--- config.mk ---
export PLATFORM = sky130hd
export DESIGN_NAME = icp_tag_eval
export DESIGN_NICKNAME = d
export VERILOG_FILES = /design/src/rtl/icp_pkg.sv /design/src/rtl/icp_tag_eval.sv
export SDC_FILE = /design/constraint.sdc
export NUM_CORES = 1
export LEC_CHECK = 0
export CORE_ASPECT_RATIO = 1.4
export CORE_MARGIN = 4
export CORE_UTILIZATION = 23
export DETAILED_ROUTE_END_ITERATION = 12
export GPL_TIMING_DRIVEN = 0
export PLACE_DENSITY = 0.84
export SYNTH_ARGS = -nofsm -noshare
export SYNTH_HDL_FRONTEND = slang
export SYNTH_SLANG_ARGS = --single-unit
--- constraint.sdc ---
create_clock -name vclk -period 2.85
set_input_delay 0.57 -clock vclk [all_inputs]
set_output_delay 0.57 -clock vclk [all_outputs]
set_load 0.005 [all_outputs]
--- src/rtl/icp_pkg.sv ---
package icp_pkg;
    typedef enum logic [1:0] {
        ST_IDLE,
        ST_TAG,
        ST_DATA,
        ST_DONE
    } scan_st_e;

    localparam int TAGH_W = 32;
    localparam int TAGL_W = 64;
    localparam int INST_W = 32;
    localparam int SIDE_W = 17;
endpackage

--- src/rtl/icp_tag_eval.sv ---
module icp_tag_eval
    import icp_pkg::*;
#(
    parameter int IDX_W = 13
) (
    input  logic [TAGH_W-1:0] tag_hi,
    input  logic [TAGL_W-1:0] tag_lo,
    input  logic [IDX_W-1:0]  index,
    output logic              bad,
    output logic [TAGL_W-1:0] va
);
    localparam int FILL_W = 18;

    logic line_ok;
    logic lo_par;
    logic hi_par;
    logic fill_en;

    always_comb begin
        line_ok = tag_hi[29];
        lo_par  = ^{tag_lo[23:12], tag_lo[9:0]};
        hi_par  = ^tag_lo[63:24];
        bad     = (tag_hi[29] ^ tag_hi[27])
                | (line_ok & (tag_lo[10] ^ lo_par))
                | (line_ok & (tag_lo[11] ^ hi_par));
        fill_en = tag_lo[31] & (tag_lo[63:62] == 2'b11);
        va      = {tag_lo[63:62],
                   fill_en ? {FILL_W{1'b1}} : {FILL_W{1'b0}},
                   tag_lo[43:IDX_W],
                   index};
    end
endmodule

After elaboration in Yosys (flattened, before gate mapping)
Index checks and enable logic that the tools add are counted.
{"block": "classes", "add_sub_neg": 0, "reduce_logical": 2, "bitwise": 8, "n_mul": 0, "n_div": 0, "shifts": 0, "order_cmp": 0, "eq_ne": 1, "n_mux": 1}
{"op": "XOR reduction 40 bit", "n": 1}
{"op": "XOR reduction 22 bit", "n": 1}
{"op": "two-way mux 18 bit", "n": 1}
{"op": "AND 1 bit", "n": 3}
{"op": "XOR 1 bit", "n": 3}
{"op": "== test 2 bit, second input constant", "n": 1}
{"op": "OR 1 bit", "n": 2}
{"block": "totals", "latch_bits": 0, "rom_bits": 0, "ff_bits": 0, "in_bits": 109, "elab_cells": 12, "ram_bits": 0, "out_inout_bits": 65, "memories": 0}

Logic depth before layout (Yosys ltp)
Gate-level depths: netlist of run 1.
{"block": "depth", "depth_word": 5, "mapped_depth": 7, "ltp_nobuf": 7}

Worst setup path after synthesis of run 1
OpenSTA, ideal clock, no wires.
{"block": "synth_timing", "path_type": "input port to output port", "from": "input port tag_lo[62]", "to": "output port bad", "path_stages": 7, "required_ns": 2.280, "t_arrival_ns": 1.996, "n_path_buf": 0, "setup_slack_ns": 0.284, "cell_sequence": "ha_1 xnor2_1 xnor2_1 xnor2_1 xnor3_1 xnor2_1 a31oi_1"}
{"block": "synth_via", "elab_chain_cells": 4}
{"element": "from (decl)", "line_no": "icp_tag_eval.sv:7", "text": "input logic [TAGL_W-1:0] tag_lo,"}
{"element": "XOR reduction 40 bit", "line_no": "icp_tag_eval.sv:22", "text": "hi_par = ^tag_lo[63:24];"}
{"element": "XOR 1 bit", "line_no": "icp_tag_eval.sv:25", "text": "| (line_ok & (tag_lo[11] ^ hi_par));"}
{"element": "AND 1 bit", "line_no": "icp_tag_eval.sv:25"}
{"element": "OR 1 bit", "line_no": "icp_tag_eval.sv:25"}
{"element": "to (decl)", "line_no": "icp_tag_eval.sv:9", "text": "output logic bad,"}
Every way passes these cells.

Worst setup path after layout of run 1
{"block": "layout_timing", "from": "input port tag_lo[60]", "to": "output port bad"}
Same word-level chain as after synthesis.

==> results.ini, run 1 <==
[outcome]
status=completed

[routing]
ant_nets=0
vias_per_cell=3.719
vias=1190
wl_per_cell_um=10.38
drtIter0Drc=4
firstDrtPassIters=2
drcViolationCount=0
detail_route.wirelength_um=3322

[sta]
setup_viol=0
finalCritPeriodShare_pct=98.69
rsz0062_at_grt=yes
hold_viol_final=0
relSlewSlack_pct=62.23
worst_pin_slew_ps=566.5
post-route-min-period_ps=2813
final_max_slew_viol_count=0
fmax_mhz=355.6

[flow_run]
max_cap_viol_count=0

[grt]
grt.met3_usage_pct=7.060
top_usage_layer=met2
grt_max_degree=19
use_met2_pct=21.20
antenna_found_initial=0
gr-usage-met1_pct=8.270
grt_usage_pct=10.31
grt_first_pass_wirelength_um=4843
grt_remaining_overflow=0
grt_pass1_vias=1177

[placement]
dpl_cell_area_sq_um=2441
io_buffers=131
dp_cells=320
routabilityCongestion=0.6894
place_hpwl_um=3213

[synth]
postSynthAreaPerCell_sq_um=8.176
yosysWarnings=0
ys_seq_area_share_pct=0
synthCells=129
netlist_area_sq_um=1055
syn_nets=239
synth.distinct_cells=8

[worst_hold_path]
hold_class=in2out
holdPathEnd=va[3]
hold_start=index[3]
hold_depth=2

[cells_and_area]
fillCellCount=429
post-route-util_pct=56.74
n_antenna_cell=0
register_area_sq_um=0
nNetsFinal=372
fin_area_sq_um=2465
n_clock_buffer=0
fin_cells=320
area_growth_pct=133.7
drive_gt1_share_pct=28.08
seq_cell_count=0

[die]
initial_utilization_pct=24.28
dieArea_sq_um=5749
rows=28
io-pin-count=174
die-width_um=65.24
die_h_um=88.13
core_sq_um=4344

[setup_path]
cp-end-kind=output port
crit_type=in2out
critPathArrivalTime_ps=2240
cp.required_ps=2280
cp_max_fo=1
start_kind=input pin

[pwr]
peakVddDrop_uv=118.4
p_per_area_nw_per_um2=214.7
p_leak_nw=1.043

[clock_network]
post_cts_buffers=0
holdBufCountCts=0

## stage by stage
stage	setup WS (ps)	power (mW)	hold WS, ps	setup TNS, ps
after detailed placement	-891.1	0.5328	1678	-3422
after global routing	-66.86	0.5710	1684	-66.86
after floorplan	283.6	0.3037	1221	0
after CTS	5.973	0.5285	1679	0
after global placement	-868.2	0.5291	1678	-3128
final	37.46	0.5291	1676	0
## cells in the mapped netlist
| cell type | n | area share [%] |
|---|---|---|
| xnor3_1 | 1 | 2.1 |
| ha_1 | 1 | 1.2 |
| xor2_1 | 8 | 6.6 |
| buf_4 | 64 | 46 |
| xnor2_1 | 51 | 42 |
| and2_1 | 2 | 1.2 |
| nor2_1 | 1 | 0.36 |
| a31oi_1 | 1 | 0.59 |
## what timing repair did
item                       CTS  global route
setup endpoints to repair   19             1
gates resized for setup     34             5
gates cloned                 0             0
pin swaps                   23             4
## placed cells by master (no fill, tap or decap), types with 2 or more instances in the layout
cell type,instances
xnor2_2,3
dlygate4sd2_1,18
xnor2_1,47
clkdlybuf4s50_1,109
buf_2,3
xor2_1,7
and2_1,2
buf_4,64
## power by group
| group | internal [mW] | total (mW) | leakage [nW] | switching, mW |
|---|---|---|---|---|
| Sequential | 0 | 0 | 0 | 0 |
| Clock | 0 | 0 | 0 | 0 |
| Combinational | 0.361 | 0.529 | 1.04 | 0.168 |
## layout make-up
class	instances	area, sq um	share of cell area (%)
well taps	60	75.07	3.046
repair buffers	131	1274	51.68
plain buffers	64	480.5	19.49
multi-input cells	65	635.6	25.79
## per-layer routing
layer,share of wire [%],up-vias
met4,0,0
met2,51,103
met5,0,-
met1,29,493
li1,-,594
met3,20,0
## logic make-up after synthesis
kind of cell / Yosys count / synth area share, %
buffers and inverters: 64 / 45.55
adder cells (fa/ha/maj): 1 / 1.186
AND/OR/NAND/NOR: 3 / 1.542
AO/OA/AOI/OAI: 1 / 0.5935
XOR/XNOR: 60 / 51.13
## critical path, stage by stage
cell,delay [ps]
clkdlybuf4s50_1,420
xnor2_1,150
xnor2_1,250
xnor2_2,150
xnor3_1,250
xnor2_1,130
a31oi_1,170
buf_2,150
## worst max path at each step
stage | from | end | slack (ps)
finish | tag_lo[60] | bad | 40
CTS | tag_lo[62] | bad | 6
floorplan | tag_lo[62] | bad | 280
global route | tag_lo[60] | bad | -70
global placement | tag_lo[62] | bad | -870
detailed placement | tag_lo[62] | bad | -890
Power figures use the tool's default switching activity.
==> run 2, diff against run 1 <==
Settings changed: CORE_ASPECT_RATIO 1.4 to not set.
==> results.ini, run 2 (synthesized netlist as in run 1, its figures left out) <==
[outcome]
status=completed  ; unchanged

[cells_and_area]
final_common_cell=clkdlybuf4s50_1  ; unchanged
register_area_sq_um=0  ; unchanged
fin_cells=312  ; was 320
fillCellCount=411  ; was 429
n_clock_buffer=0  ; unchanged
nNetsFinal=372  ; unchanged
fin_area_sq_um=2475  ; was 2465 sq um
seq_cell_count=0  ; unchanged
multiInputGateArea_sq_um=639.4  ; was 635.6 sq um
post-route-util_pct=56.45  ; was 56.74%
drive_gt1_share_pct=28.85  ; was 28.08%
layout_common_cells=clkdlybuf4s50_1, buf_4, xnor2_1, dlygate4sd2_1, xor2_1  ; unchanged
area_growth_pct=134.6  ; was 133.7%
n_antenna_cell=0  ; unchanged

[routing]
vias=1149  ; was 1190
vias_per_cell=3.683  ; was 3.719
ant_nets=0  ; unchanged
firstDrtPassIters=2  ; unchanged
wl_per_cell_um=10.31  ; was 10.38 um
detail_route.wirelength_um=3216  ; was 3322 um
drtIter0Drc=3  ; was 4
drcViolationCount=0  ; unchanged

[placement]
dpl_cell_area_sq_um=2431  ; was 2441 sq um
routabilityCongestion=0.6619  ; was 0.6894
io_buffers=131  ; unchanged
dp_cells=312  ; was 320
place_ws_ps=-767.5  ; was -891.1 ps
place_hpwl_um=3108  ; was 3213 um

[pwr]
power_mw=0.5178  ; was 0.5291 mW
p_per_area_nw_per_um2=209.2  ; was 214.7 nW/um^2
p_leak_nw=1.107  ; was 1.043 nW
peakVddDrop_uv=107.3  ; was 118.4 uV

[sta]
layout_setup_ws_ps=85.21  ; was 37.46 ps
post-route-min-period_ps=2765  ; was 2813 ps
fmax_mhz=361.7  ; was 355.6 MHz
finalCritPeriodShare_pct=97.01  ; was 98.69%
rsz0062_at_grt=yes  ; unchanged
hold_viol_final=0  ; unchanged
relSlewSlack_pct=63.15  ; was 62.23%
final_max_slew_viol_count=0  ; unchanged
worst_pin_slew_ps=552.8  ; was 566.5 ps
setup_viol=0  ; unchanged

[setup_path]
crit_top_cell=xnor2_1  ; unchanged
cp_slowest_cell=xnor3_1  ; was clkdlybuf4s50_1
crit_chain=clkbuf_2, ha_4, xnor2_2, xnor2_1, xnor2_1, xnor3_1, xnor2_1, a31oi_1, buf_2  ; was clkdlybuf4s50_1, xnor2_1, xnor2_1, xnor2_2, xnor3_1, xnor2_1, a31oi_1, buf_2
critPathArrivalTime_ps=2190  ; was 2240 ps
start_kind=input pin  ; unchanged
crit_type=in2out  ; unchanged
cpPeakStageDelay_ps=430  ; was 420 ps
cp-end-kind=output port  ; unchanged
cp_max_fo=2  ; was 1
cp.required_ps=2280  ; about the same

[die]
die-width_um=75.72  ; was 65.24 um
die_h_um=75.72  ; was 88.13 um
io-pin-count=174  ; unchanged
initial_utilization_pct=24.06  ; was 24.28%
core_sq_um=4384  ; was 4344 sq um
rows=24  ; was 28
dieArea_sq_um=5734  ; was 5749 sq um

[grt]
grt_max_degree=19  ; unchanged
grt_remaining_overflow=0  ; unchanged
grt_usage_pct=9.679  ; was 10.31%
grt_pass1_vias=1071  ; was 1177
grt_first_pass_wirelength_um=4540  ; was 4843 um
antenna_found_initial=0  ; unchanged

[flow_run]
max_cap_viol_count=0  ; unchanged

[clock_network]
post_cts_buffers=0  ; unchanged

[worst_hold_path]
hold_class=in2out  ; unchanged

## run 2: stage by stage
step	setup TNS [ps]	hold WS (ps)
floorplan	0	1221
global placement	-1762	1678
detailed placement	-2488	1677
CTS	0	1677
global route	-21.21	1684
finish	0	1674
## run 2: path summary, 6_finish.rpt
path | from | to | slack [ps] | cells after the start
max | tag_lo[63] | bad | 90 | 9
min | index[2] | va[2] | 1670 | 2
## run 2: layout make-up
type | count | area share (%)
timing repair buffer | 131 | 52.12
buffer | 64 | 19.41
multi-input combinational | 65 | 25.83
tap | 52 | 2.629
## run 2: layer usage
| metal | share of wire [%] | vias up | track usage [%] |
|---|---|---|---|
| li1 | - | 593 | - |
| met1 | 29 | 486 | 9.261 |
| met2 | 58 | 70 | 21.67 |
| met3 | 13 | 0 | 1.847 |
| met4 | 0 | 0 | 0 |
| met5 | 0 | - | 0 |
## run 2: worst max-delay path, delay by kind of cell
family | cells | cell delay (ps)
xor+xnor | 5 | 1030
buf+inv | 2 | 250
fa+ha+maj | 1 | 240
compound gates | 1 | 120
## run 2: power breakdown
part           switching [mW]  leakage (nW)  internal (mW)
Sequential                  0             0              0
Clock                       0             0              0
Combinational           0.162          1.11          0.356
Total                   0.162          1.11          0.356
## run 2: repair_timing
item,4_1_cts,5_1_grt
hold buffers,0,0
pin swaps,22,11
cloned,0,0
setup endpoints to repair,19,1
gates resized for setup,28,15
==> run 3, diff against run 2 <==
Settings changed: ABC_AREA set to 1, CORE_UTILIZATION 23 to 33, PLACE_DENSITY 0.84 to 0.83, SLEW_MARGIN set to 5.
==> results.ini, run 3 <==
[synth]
yosysWarnings=0  ; unchanged
synth.distinct_cells=13  ; was 8
syn_nets=544  ; was 239
postSynthAreaPerCell_sq_um=4.564  ; was 8.176 sq um
synth_top_area_share_pct=49.27  ; was 45.55%
synth.most_common_cell=nand2_1  ; was buf_4
synthCells=434  ; was 129
synthTopCellsByArea=nand2_1, buf_4, inv_1  ; was buf_4, xnor2_1, xor2_1
synth_area_leader_cell=nand2_1  ; was buf_4
ys_top_cells_by_count=nand2_1, buf_4, inv_1  ; was buf_4, xnor2_1, xor2_1
netlist_area_sq_um=1981  ; was 1055 sq um
ys_seq_area_share_pct=0  ; unchanged

[grt]
antenna_found_initial=0  ; unchanged
grt_first_pass_wirelength_um=9487  ; was 4540 um
grt_max_degree=19  ; unchanged
grt_remaining_overflow=0  ; unchanged
grt_usage_pct=14.59  ; was 9.679%
grt_pass1_vias=2461  ; was 1071

[sta]
setup_viol=0  ; unchanged
relSlewSlack_pct=81.73  ; was 63.15%
finalSetupTns_ps=0  ; unchanged
worst_pin_slew_ps=273.5  ; was 552.8 ps
finalCritPeriodShare_pct=93.58  ; was 97.01%
post-route-min-period_ps=2667  ; was 2765 ps
hold_ws_ps=1673  ; was 1674 ps
fmax_mhz=374.9  ; was 361.7 MHz
hold_viol_final=0  ; unchanged
final_max_slew_viol_count=0  ; unchanged

[placement]
io_buffers=131  ; unchanged
routabilityCongestion=0.7740  ; was 0.6619
place_hpwl_um=5126  ; was 3108 um

[worst_hold_path]
hold_depth=2  ; unchanged
holdPathEnd=va[12]  ; was va[2]
hold_start=index[12]  ; was index[2]
hold_class=in2out  ; unchanged

[routing]
vias_per_cell=4.218  ; was 3.683
drcViolationCount=0  ; unchanged
vias=2687  ; was 1149
ant_nets=0  ; unchanged
drtIter0Drc=49  ; was 3
firstDrtPassIters=4  ; was 2
wl_per_cell_um=9.100  ; was 10.31 um
detail_route.wirelength_um=5797  ; was 3216 um

[die]
initial_utilization_pct=34.90  ; was 24.06%
die_h_um=85.47  ; was 75.72 um
dieArea_sq_um=7305  ; was 5734 sq um
rows=27  ; was 24
die-width_um=85.47  ; was 75.72 um
core_sq_um=5675  ; was 4384 sq um
io-pin-count=174  ; unchanged

[cells_and_area]
fillCellCount=543  ; was 411
final_common_cell=nand2_1  ; was clkdlybuf4s50_1
nNetsFinal=677  ; was 372
register_area_sq_um=0  ; unchanged
seq_cell_count=0  ; unchanged
n_antenna_cell=0  ; unchanged
area_growth_pct=79.53  ; was 134.6%
post-route-util_pct=62.65  ; was 56.45%
drive_gt1_share_pct=17.52  ; was 28.85%
layout_common_cells=nand2_1, clkdlybuf4s50_1, buf_4, inv_1, dlymetal6s2s_1  ; was clkdlybuf4s50_1, buf_4, xnor2_1, dlygate4sd2_1, xor2_1
n_clock_buffer=0  ; unchanged

[setup_path]
cp-end-kind=output port  ; unchanged
cp_slowest_cell=clkdlybuf4s50_1  ; was xnor3_1
crit_type=in2out  ; unchanged
critPathArrivalTime_ps=2100  ; was 2190 ps
critPathLaunch=tag_lo[50]  ; was tag_lo[63]
cpPeakStageDelay_ps=520  ; was 430 ps
cp_max_fo=3  ; was 2
crit_chain=clkdlybuf4s50_1, inv_2, nand2_1, nand2_1, nand2_1, nand2_1, nand2_1, nand2_1, nand2_1, nand3_2, nand2_2, nand2_1, nand2_1, nor2_1, nor2_1, buf_2  ; was clkbuf_2, ha_4, xnor2_2, xnor2_1, xnor2_1, xnor3_1, xnor2_1, a31oi_1, buf_2
critPathTopFamily=simple AND/OR/NAND/NOR gates  ; was XOR/XNOR gates
critical_path.n_buffers_inverters=3  ; was 2
cp.required_ps=2280  ; about the same
crit_top_cell=nand2_1  ; was xnor2_1
start_kind=input pin  ; unchanged

[pwr]
p_per_area_nw_per_um2=150.5  ; was 209.2 nW/um^2
p_leak_nw=2.450  ; was 1.107 nW
peakVddDrop_uv=69.48  ; was 107.3 uV

[flow_run]
max_cap_viol_count=0  ; unchanged

[outcome]
status=completed  ; unchanged

[clock_network]
holdBufCountCts=0  ; unchanged
post_cts_buffers=0  ; unchanged

==> run 3: changes by cell type after synthesis, moves of 2 or more <==
cell     delta
nand2_1   +260
inv_1      +53
xnor2_1    -43
xor2_1      -7
nand3_2     +2
nand2_2    +10
nand3_1    +12
and2_1      -2
inv_2      +10
nor2_1     +10
==> run 3: how the worst max path moves through the flow <==
stage	endpoint	cells after the start	slack, ps
after CTS	bad	12	-60
after global placement	bad	12	-400
after detailed placement	bad	12	-420
after floorplan	bad	10	690
after global routing	bad	16	-20
final	bad	16	180
==> run 3: routing by layer <==
layer  vias up  share of wire [%]  track usage [%]
li1       1461                  -                -
met1      1122                 38            15.80
met2       100                 52            30.01
met3         4                8.7            2.233
met4         0               0.59            1.439
met5         -                  0                0
==> run 3: power by group <==
group          internal [mW]  leakage (nW)  switching (mW)  total [mW]
sequential                 0             0               0           0
clock                      0             0               0           0
combinational          0.296          2.45           0.240       0.535
==> run 3: stage by stage <==
step / std cells / total power, mW / setup WS [ps] / cell area, sq um
finish: 637 / 0.5353 / 182.9 / 3556
CTS: 637 / 0.5384 / -63.88 / 3395
detailed placement: 637 / 0.5344 / -423.8 / 3382
floorplan: 434 / 0.2904 / 692.3 / 1981
global placement: 637 / 0.5159 / -395.6 / 3382
global route: 637 / 0.6060 / -23.08 / 3556
==> run 3: layout make-up <==
| type | count | area [sq um] | share of cell area, % |
|---|---|---|---|
| timing repair buffer | 131 | 1419 | 39.90 |
| tap | 72 | 90.09 | 2.533 |
| multi-input combinational | 307 | 1326 | 37.30 |
| inverter | 63 | 240.2 | 6.756 |
| buffer | 64 | 480.5 | 13.51 |
==> run 3: logic make-up (layout without fill, tap and decap cells) <==
group	after synthesis	after routing	synth area share, %
adders and majority gates	1	1	0.6316
and+or+nand+nor	297	297	59.19
xor gates and xnor gates	9	9	3.980
buffers and inverters	127	258	36.20
==> run 3: what timing repair did <==
item,4_1_cts,5_1_grt
hold endpoints to repair,0,0
endpoints found under the setup margin,19,19
pin swaps,2,3
resized for setup,5,55
